File: config.mk
export PLATFORM = sky130hd
export DESIGN_NAME = con_uart_regs
export DESIGN_NICKNAME = d
export VERILOG_FILES = /design/src/rtl/con_uart_pkg.sv /design/src/rtl/con_uart_rxbuf.sv /design/src/rtl/con_uart_txdelay.sv /design/src/rtl/con_uart_regs.sv
export SDC_FILE = /design/constraint.sdc
export NUM_CORES = 1
export LEC_CHECK = 0
export CORE_ASPECT_RATIO = 0.9
export CORE_MARGIN = 5
export CORE_UTILIZATION = 50
export DETAILED_ROUTE_END_ITERATION = 16
export DONT_BUFFER_PORTS = 1
export PLACE_DENSITY_LB_ADDON = 0.15
export SLEW_MARGIN = 15
export SYNTH_ARGS = -nofsm -noshare
export SYNTH_HDL_FRONTEND = slang
export SYNTH_HIERARCHICAL = 1
export SYNTH_SLANG_ARGS = --single-unit
File: constraint.sdc
create_clock -name clk -period 4.4 [get_ports clk]
set_input_delay 0.44 -clock clk [delete_from_list [all_inputs] [get_ports clk]]
set_output_delay 0.44 -clock clk [all_outputs]
set_load 0.01 [all_outputs]
File: src/rtl/con_uart_pkg.sv
package con_uart_pkg;

  typedef enum logic [2:0] {
    OFS_DATA  = 3'd0,
    OFS_IEN   = 3'd1,
    OFS_IID   = 3'd2,
    OFS_LCTL  = 3'd3,
    OFS_MCTL  = 3'd4,
    OFS_LSTAT = 3'd5,
    OFS_MSTAT = 3'd6,
    OFS_SCR   = 3'd7
  } ofs_e;

  localparam int          IEN_RX_BIT    = 0;
  localparam int          IEN_TX_BIT    = 1;
  localparam int          LCTL_LATCH_BIT = 7;
  localparam logic [7:0]  PROBE_WR      = 8'h1A;
  localparam logic [7:0]  PROBE_RD      = 8'h9A;

  // Line status: transmitter always idle (bits 6,5), byte waiting in bit 0.
  function automatic logic [7:0] lstat_value(input logic avail);
    return {1'b0, 1'b1, 1'b1, 4'b0000, avail};
  endfunction

  // Does a newly written enable value request the interrupt line?
  function automatic logic ien_posts(input logic [7:0] ien, input logic avail);
    return ien[IEN_TX_BIT] | (ien[IEN_RX_BIT] & avail);
  endfunction

endpackage

File: src/rtl/con_uart_rxbuf.sv
module con_uart_rxbuf #(
  parameter int DEPTH = 4,
  parameter int W     = 8,
  localparam int AW   = (DEPTH > 1) ? $clog2(DEPTH) : 1,
  localparam int CW   = $clog2(DEPTH + 1)
) (
  input  logic          clk,
  input  logic          rst_n,
  input  logic          push,
  input  logic [W-1:0]  din,
  input  logic          pop,
  output logic [W-1:0]  head,
  output logic [CW-1:0] count,
  output logic          full,
  output logic          empty
);

  logic [W-1:0]  mem [DEPTH];
  logic [AW-1:0] wr_ptr, rd_ptr;
  logic [CW-1:0] cnt_q;

  function automatic logic [AW-1:0] bump(input logic [AW-1:0] p);
    return (p == AW'(DEPTH - 1)) ? '0 : p + 1'b1;
  endfunction

  always_ff @(posedge clk or negedge rst_n) begin
    if (!rst_n) begin
      wr_ptr <= '0;
      rd_ptr <= '0;
      cnt_q  <= '0;
    end else begin
      if (push) wr_ptr <= bump(wr_ptr);
      if (pop)  rd_ptr <= bump(rd_ptr);
      cnt_q <= cnt_q + CW'(push) - CW'(pop);
    end
  end

  always_ff @(posedge clk) begin
    if (push) mem[wr_ptr] <= din;
  end

  assign head  = mem[rd_ptr];
  assign count = cnt_q;
  assign full  = (cnt_q == CW'(DEPTH));
  assign empty = (cnt_q == '0);


  no_overflow_chk: assert property (@(posedge clk) disable iff (!rst_n) push |-> !full);

  no_underflow_chk: assert property (@(posedge clk) disable iff (!rst_n) pop |-> !empty);

endmodule

File: src/rtl/con_uart_txdelay.sv
module con_uart_txdelay #(
  parameter int DELAY = 300,
  localparam int TW   = $clog2(DELAY + 1)
) (
  input  logic clk,
  input  logic rst_n,
  input  logic start,
  input  logic cancel,
  output logic fire,
  output logic busy
);

  logic [TW-1:0] cnt_q;

  always_ff @(posedge clk or negedge rst_n) begin
    if (!rst_n)              cnt_q <= '0;
    else if (start)          cnt_q <= TW'(DELAY);
    else if (cancel)         cnt_q <= '0;
    else if (cnt_q != '0)    cnt_q <= cnt_q - 1'b1;
  end

  assign busy = (cnt_q != '0);
  assign fire = (cnt_q == TW'(1)) && !start && !cancel;


  fire_once_chk: assert property (@(posedge clk) disable iff (!rst_n) fire |=> !busy);

  reload_chk: assert property (@(posedge clk) disable iff (!rst_n) start |=> (cnt_q == TW'(DELAY)));

endmodule

File: src/rtl/con_uart_regs.sv
module con_uart_regs
  import con_uart_pkg::*;
#(
  parameter int RX_DEPTH = 4,
  parameter int TX_DELAY = 300,
  localparam int CW      = $clog2(RX_DEPTH + 1)
) (
  input  logic       clk,
  input  logic       rst_n,
  input  logic [2:0] reg_addr,
  input  logic       reg_rd,
  input  logic       reg_wr,
  input  logic [7:0] reg_wdata,
  output logic [7:0] reg_rdata,
  input  logic [7:0] rx_data,
  input  logic       rx_valid,
  output logic       rx_ready,
  output logic [7:0] tx_data,
  output logic       tx_valid,
  output logic       irq
);

  logic [7:0] ien_q, lctl_q, mctl_q, tx_data_q;
  logic       tx_valid_q, irq_q, rx_pend_q, tx_pend_q;
  logic       irq_n, rx_pend_n, tx_pend_n;

  // Named internal events
  logic latch_sel, rd_ev, data_wr_ev, data_rd_ev, ien_wr_ev, lctl_wr_ev, mctl_wr_ev;
  logic avail, rx_push, rx_pop, rx_full, rx_empty;
  logic tmr_start, tmr_cancel, tmr_fire, tmr_busy;
  logic tx_expire_ev, rx_arrive_ev, ien_posts_w;
  logic [7:0]    rx_head, ien_next, rd_mux;
  logic [CW-1:0] rx_count;
  logic [CW:0]   rx_left;

  assign latch_sel  = lctl_q[LCTL_LATCH_BIT];
  assign rd_ev      = reg_rd && !reg_wr;
  assign data_wr_ev = reg_wr && (reg_addr == OFS_DATA) && !latch_sel;
  assign data_rd_ev = rd_ev  && (reg_addr == OFS_DATA) && !latch_sel;
  assign ien_wr_ev  = reg_wr && (reg_addr == OFS_IEN)  && !latch_sel;
  assign lctl_wr_ev = reg_wr && (reg_addr == OFS_LCTL);
  assign mctl_wr_ev = reg_wr && (reg_addr == OFS_MCTL);

  assign avail    = !rx_empty;
  assign rx_ready = !rx_full;
  assign rx_push  = rx_valid && !rx_full;
  assign rx_pop   = data_rd_ev && avail;
  assign rx_left  = {1'b0, rx_count} - (CW+1)'(rx_pop) + (CW+1)'(rx_push);

  assign ien_next     = ien_wr_ev ? reg_wdata : ien_q;
  assign ien_posts_w  = ien_posts(reg_wdata, avail);
  assign tmr_start    = data_wr_ev && ien_q[IEN_TX_BIT];
  assign tmr_cancel   = ien_wr_ev && !ien_posts_w;
  assign tx_expire_ev = tmr_fire && ien_next[IEN_TX_BIT];
  assign rx_arrive_ev = rx_push && ien_next[IEN_RX_BIT];

  con_uart_rxbuf #(.DEPTH(RX_DEPTH), .W(8)) u_rxbuf (
    .clk(clk), .rst_n(rst_n), .push(rx_push), .din(rx_data), .pop(rx_pop),
    .head(rx_head), .count(rx_count), .full(rx_full), .empty(rx_empty)
  );

  con_uart_txdelay #(.DELAY(TX_DELAY)) u_txdelay (
    .clk(clk), .rst_n(rst_n), .start(tmr_start), .cancel(tmr_cancel),
    .fire(tmr_fire), .busy(tmr_busy)
  );

  // Pending/interrupt update: register access first, then timer and arrival.
  always_comb begin
    irq_n     = irq_q;
    rx_pend_n = rx_pend_q;
    tx_pend_n = tx_pend_q;
    if (data_wr_ev) begin
      irq_n     = 1'b0;
      tx_pend_n = 1'b0;
    end
    if (ien_wr_ev) begin
      irq_n = ien_posts_w;
      if (!reg_wdata[IEN_TX_BIT]) tx_pend_n = 1'b0;
      if (!(reg_wdata[IEN_RX_BIT] && avail)) rx_pend_n = 1'b0;
    end
    if (data_rd_ev) begin
      if (rx_left != '0) irq_n = 1'b1;
      else begin
        irq_n     = 1'b0;
        rx_pend_n = 1'b0;
      end
    end
    if (tx_expire_ev) begin
      tx_pend_n = 1'b1;
      irq_n     = 1'b1;
    end
    if (rx_arrive_ev) begin
      rx_pend_n = 1'b1;
      irq_n     = 1'b1;
    end
  end

  always_ff @(posedge clk or negedge rst_n) begin
    if (!rst_n) begin
      ien_q      <= '0;
      lctl_q     <= '0;
      mctl_q     <= '0;
      tx_data_q  <= '0;
      tx_valid_q <= 1'b0;
      irq_q      <= 1'b0;
      rx_pend_q  <= 1'b0;
      tx_pend_q  <= 1'b0;
    end else begin
      tx_valid_q <= data_wr_ev;
      if (data_wr_ev) tx_data_q <= reg_wdata;
      if (ien_wr_ev)  ien_q     <= reg_wdata;
      if (lctl_wr_ev) lctl_q    <= reg_wdata;
      if (mctl_wr_ev && (reg_wdata == PROBE_WR)) mctl_q <= PROBE_RD;
      irq_q     <= irq_n;
      rx_pend_q <= rx_pend_n;
      tx_pend_q <= tx_pend_n;
    end
  end

  always_comb begin
    unique case (reg_addr)
      OFS_DATA:  rd_mux = latch_sel ? 8'h00 : (avail ? rx_head : 8'h00);
      OFS_IEN:   rd_mux = latch_sel ? 8'h00 : ien_q;
      OFS_IID:   rd_mux = {7'b0, rx_pend_q | tx_pend_q};
      OFS_LCTL:  rd_mux = lctl_q;
      OFS_MCTL:  rd_mux = mctl_q;
      OFS_LSTAT: rd_mux = lstat_value(avail);
      OFS_MSTAT: rd_mux = 8'h00;
      OFS_SCR:   rd_mux = 8'h00;
      default:   rd_mux = 8'h00;
    endcase
  end

  assign reg_rdata = rd_ev ? rd_mux : 8'h00;
  assign tx_data   = tx_data_q;
  assign tx_valid  = tx_valid_q;
  assign irq       = irq_q;


  tx_pulse_chk: assert property (@(posedge clk) disable iff (!rst_n) tx_valid |-> $past(data_wr_ev));

  tx_clear_chk: assert property (@(posedge clk) disable iff (!rst_n) data_wr_ev |=> !tx_pend_q);

  tx_expire_chk: assert property (@(posedge clk) disable iff (!rst_n) tx_expire_ev |=> (tx_pend_q && irq));

  rx_arrive_chk: assert property (@(posedge clk) disable iff (!rst_n) rx_arrive_ev |=> (rx_pend_q && irq));

  probe_val_chk: assert property (@(posedge clk) disable iff (!rst_n) (mctl_q != 8'h00) |-> (mctl_q == PROBE_RD));

  ien_cancel_chk: assert property (@(posedge clk) disable iff (!rst_n) tmr_cancel |=> !tmr_busy);

endmodule

==> qor.csv <==
metric,value,unit
area of the core,0.00751,sq mm
Comb power frac,27.3,%
Post-Synthesis Net Count,339,
Multi-input gate area,0.00154,sq mm
vias per cell,5.83,
crit path DAT,3.61,ns
Mapped Cells,300,
Initial Util,50.9,%
fin. max-slew vios,0,
fmax,0.296,GHz
yosys synthesis warning count,6,
Pre-antenna DRT Iters,7,
uppermost routed layer,met4,
Port Buffer Count,0,
"Cell Chain, Critical Path",or4b_4 -> nor2_1 -> ha_1 -> inv_1 -> ha_1 -> inv_1 -> fa_1 -> nand2b_1 -> a2111oi_0 -> o21bai_1 -> a22o_1,
Pleak,1.61,nW
via count,2333,
syn avg cell area,12.7,sq um
CP startpoint kind,register,
Max-slew headroom,54.3,%
Detail Route Antenna Nets,0,
I/O pins,43,
register area,0.00209,sq mm
DP HPWL,5450,microns
critical path data required time,4.63,ns
share of layout cells above drive strength 1,18.8,%
RD Place Congestion,0.886,
Worst IR Drop VDD,0.228,mV
CTS Buf Count,9,
Final nets,338,
Setup CP Type,reg2reg,
HP Class,in2reg,
sw power,0.757,mW
internal power,1.61,mW
Routed WL,7610,microns
largest net degree at the start of global routing,46,
final core occ,54.6,%
grt ovf,0,
Power Dens Cells,577,mW/mm^2
synth-to-layout area growth,7.37,%
std cell rows,30,
Critical Path Max Stage Delay,0.56,ns
final hold violations,0,
Die ar.,0.00949,sq mm
CTS tree,yes,
part of the power in registers,48.2,%
GR Util All Layers,17.3,%
"Min Clock Period, post-route",3.38,ns
wl on met1,3450,microns
Worst Clk Skew,0.00540,ns
met2 wire len,3670,microns
Die Wd,102,microns
die height,92.9,microns
setup violation total in the final timing report,0,
clk slew on worst S/H paths,0.08,ns
RSZ-0062 raised after global routing,no,
initial drt markers,77,
critical-path maximum fanout,10,
ant diodes,0,
# clock sinks,77,
slew of the pin with the lowest slew margin,0.680,ns
DR WL met3,433,microns
Critical-path top delay cell,or4b_4,
outcome,"finished, final reports clean",
fin crit share,76.7,%
Mapped Area,0.00382,sq mm
vias in the first global route,2456,
Clk pwr share,24.6,%
CTS root buffer,clkbuf_8,
WL/cell,19.0,microns
first-pass GRT wire length,12400,microns
overall power,2.37,mW
max-cap viol count,0,
clock buffer depth,2,
Fill cells,642,
switching share of power,32.0,%
antenna violations before repair,0,
Worst setup EP type,register,
total negative slack,0,ns
DRC viols,0,
H-tree Lvls,3,
Clock Latency Late Sink,0.34,ns
postcts setup bufs,0,
-- path summary, 6_finish.rpt --
check | start | endpoint | slack (ns) | depth (start not counted)
max | lctl_q[7] | rx_pend_q | 1.02 | 11
min | rx_data[1] | u_rxbuf/mem[0][1] | 0.19 | 0
max reg2reg | lctl_q[7] | rx_pend_q | 1.02 | 11
min reg2reg | mctl_q[1] | mctl_q[1] | 0.48 | 2
max in group asynchronous | rst_n | u_txdelay/cnt_q[1] | 3.58 | 2
min in group asynchronous | rst_n | lctl_q[2] | 0.61 | 2
-- registers in the layout, summed over array words and instances, names as in the netlist --
| signal | count |
|---|---|
| ien_q | 8 |
| irq | 1 |
| lctl_q | 8 |
| mctl_q | 1 |
| rx_pend_q | 1 |
| tx_data | 8 |
| tx_pend_q | 1 |
| tx_valid | 1 |
| u_rxbuf/count | 3 |
| u_rxbuf/mem | 32 |
| u_rxbuf/rd_ptr | 2 |
| u_rxbuf/wr_ptr | 2 |
| u_txdelay/cnt_q | 9 |
-- per-layer routing --
metal	up-vias	track usage, %
met5	-	0
met4	0	7.32
met3	7	4.29
met2	42	26.9
met1	1174	22.9
li1	1110	-
-- repair_timing --
action | in CTS | in global routing
endpoints found under the hold margin | 45 | 0
resized for setup | 0 | 0
hold buffers | 2 | 0
-- worst max-delay path: cells and delay by family, from the launching register on --
kind | cells | cell delay [ns]
compound gates | 3 | 0.83
flops | 1 | 0.50
buf+inv | 2 | 0.12
simple gates | 3 | 0.88
fa+ha+maj | 3 | 0.94
-- power by group through the flow --
stage / logic, mW / registers (mW) / clock network (mW)
finish: 0.645 / 1.14 / 0.581
global route: 0.725 / 1.17 / 0.628
CTS: 0.654 / 1.14 / 0.598
detailed placement: 0.639 / 1.15 / 0
global placement: 0.618 / 1.15 / 0
floorplan: 0.597 / 1.06 / 0
-- through the flow --
stage / instances / area, sq um / hold WS (ns) / worst slack, ns
3_3_place_gp: 382 / 3850 / 0.147 / 0.974
2_1_floorplan: 300 / 3820 / 0.144 / 0.987
3_5_place_dp: 382 / 3850 / 0.146 / 0.934
5_1_grt: 400 / 4100 / 0.161 / 0.699
4_1_cts: 400 / 4100 / 0.168 / 1.03
6_report: 400 / 4100 / 0.185 / 1.02
-- layout make-up --
class	count	area share, %
multi-input combinational	184	37.6
sequential	77	50.9
clock inverter	6	2.08
clock buffer	10	3.20
tap	96	2.93
timing repair buffer	3	1.10
inverter	24	2.20
-- cell usage in the layout, fill, tap and decap left out, types with 10 or more instances in the layout --
cell type / n
a21oi_1: 14
dfrtp_1: 45
edfxtp_1: 32
ha_1: 13
inv_1: 24
mux2_2: 22
nand2_1: 11
nor2_1: 12
nor3_1: 12
o21ai_0: 10
(Power assumes the default switching activity.)
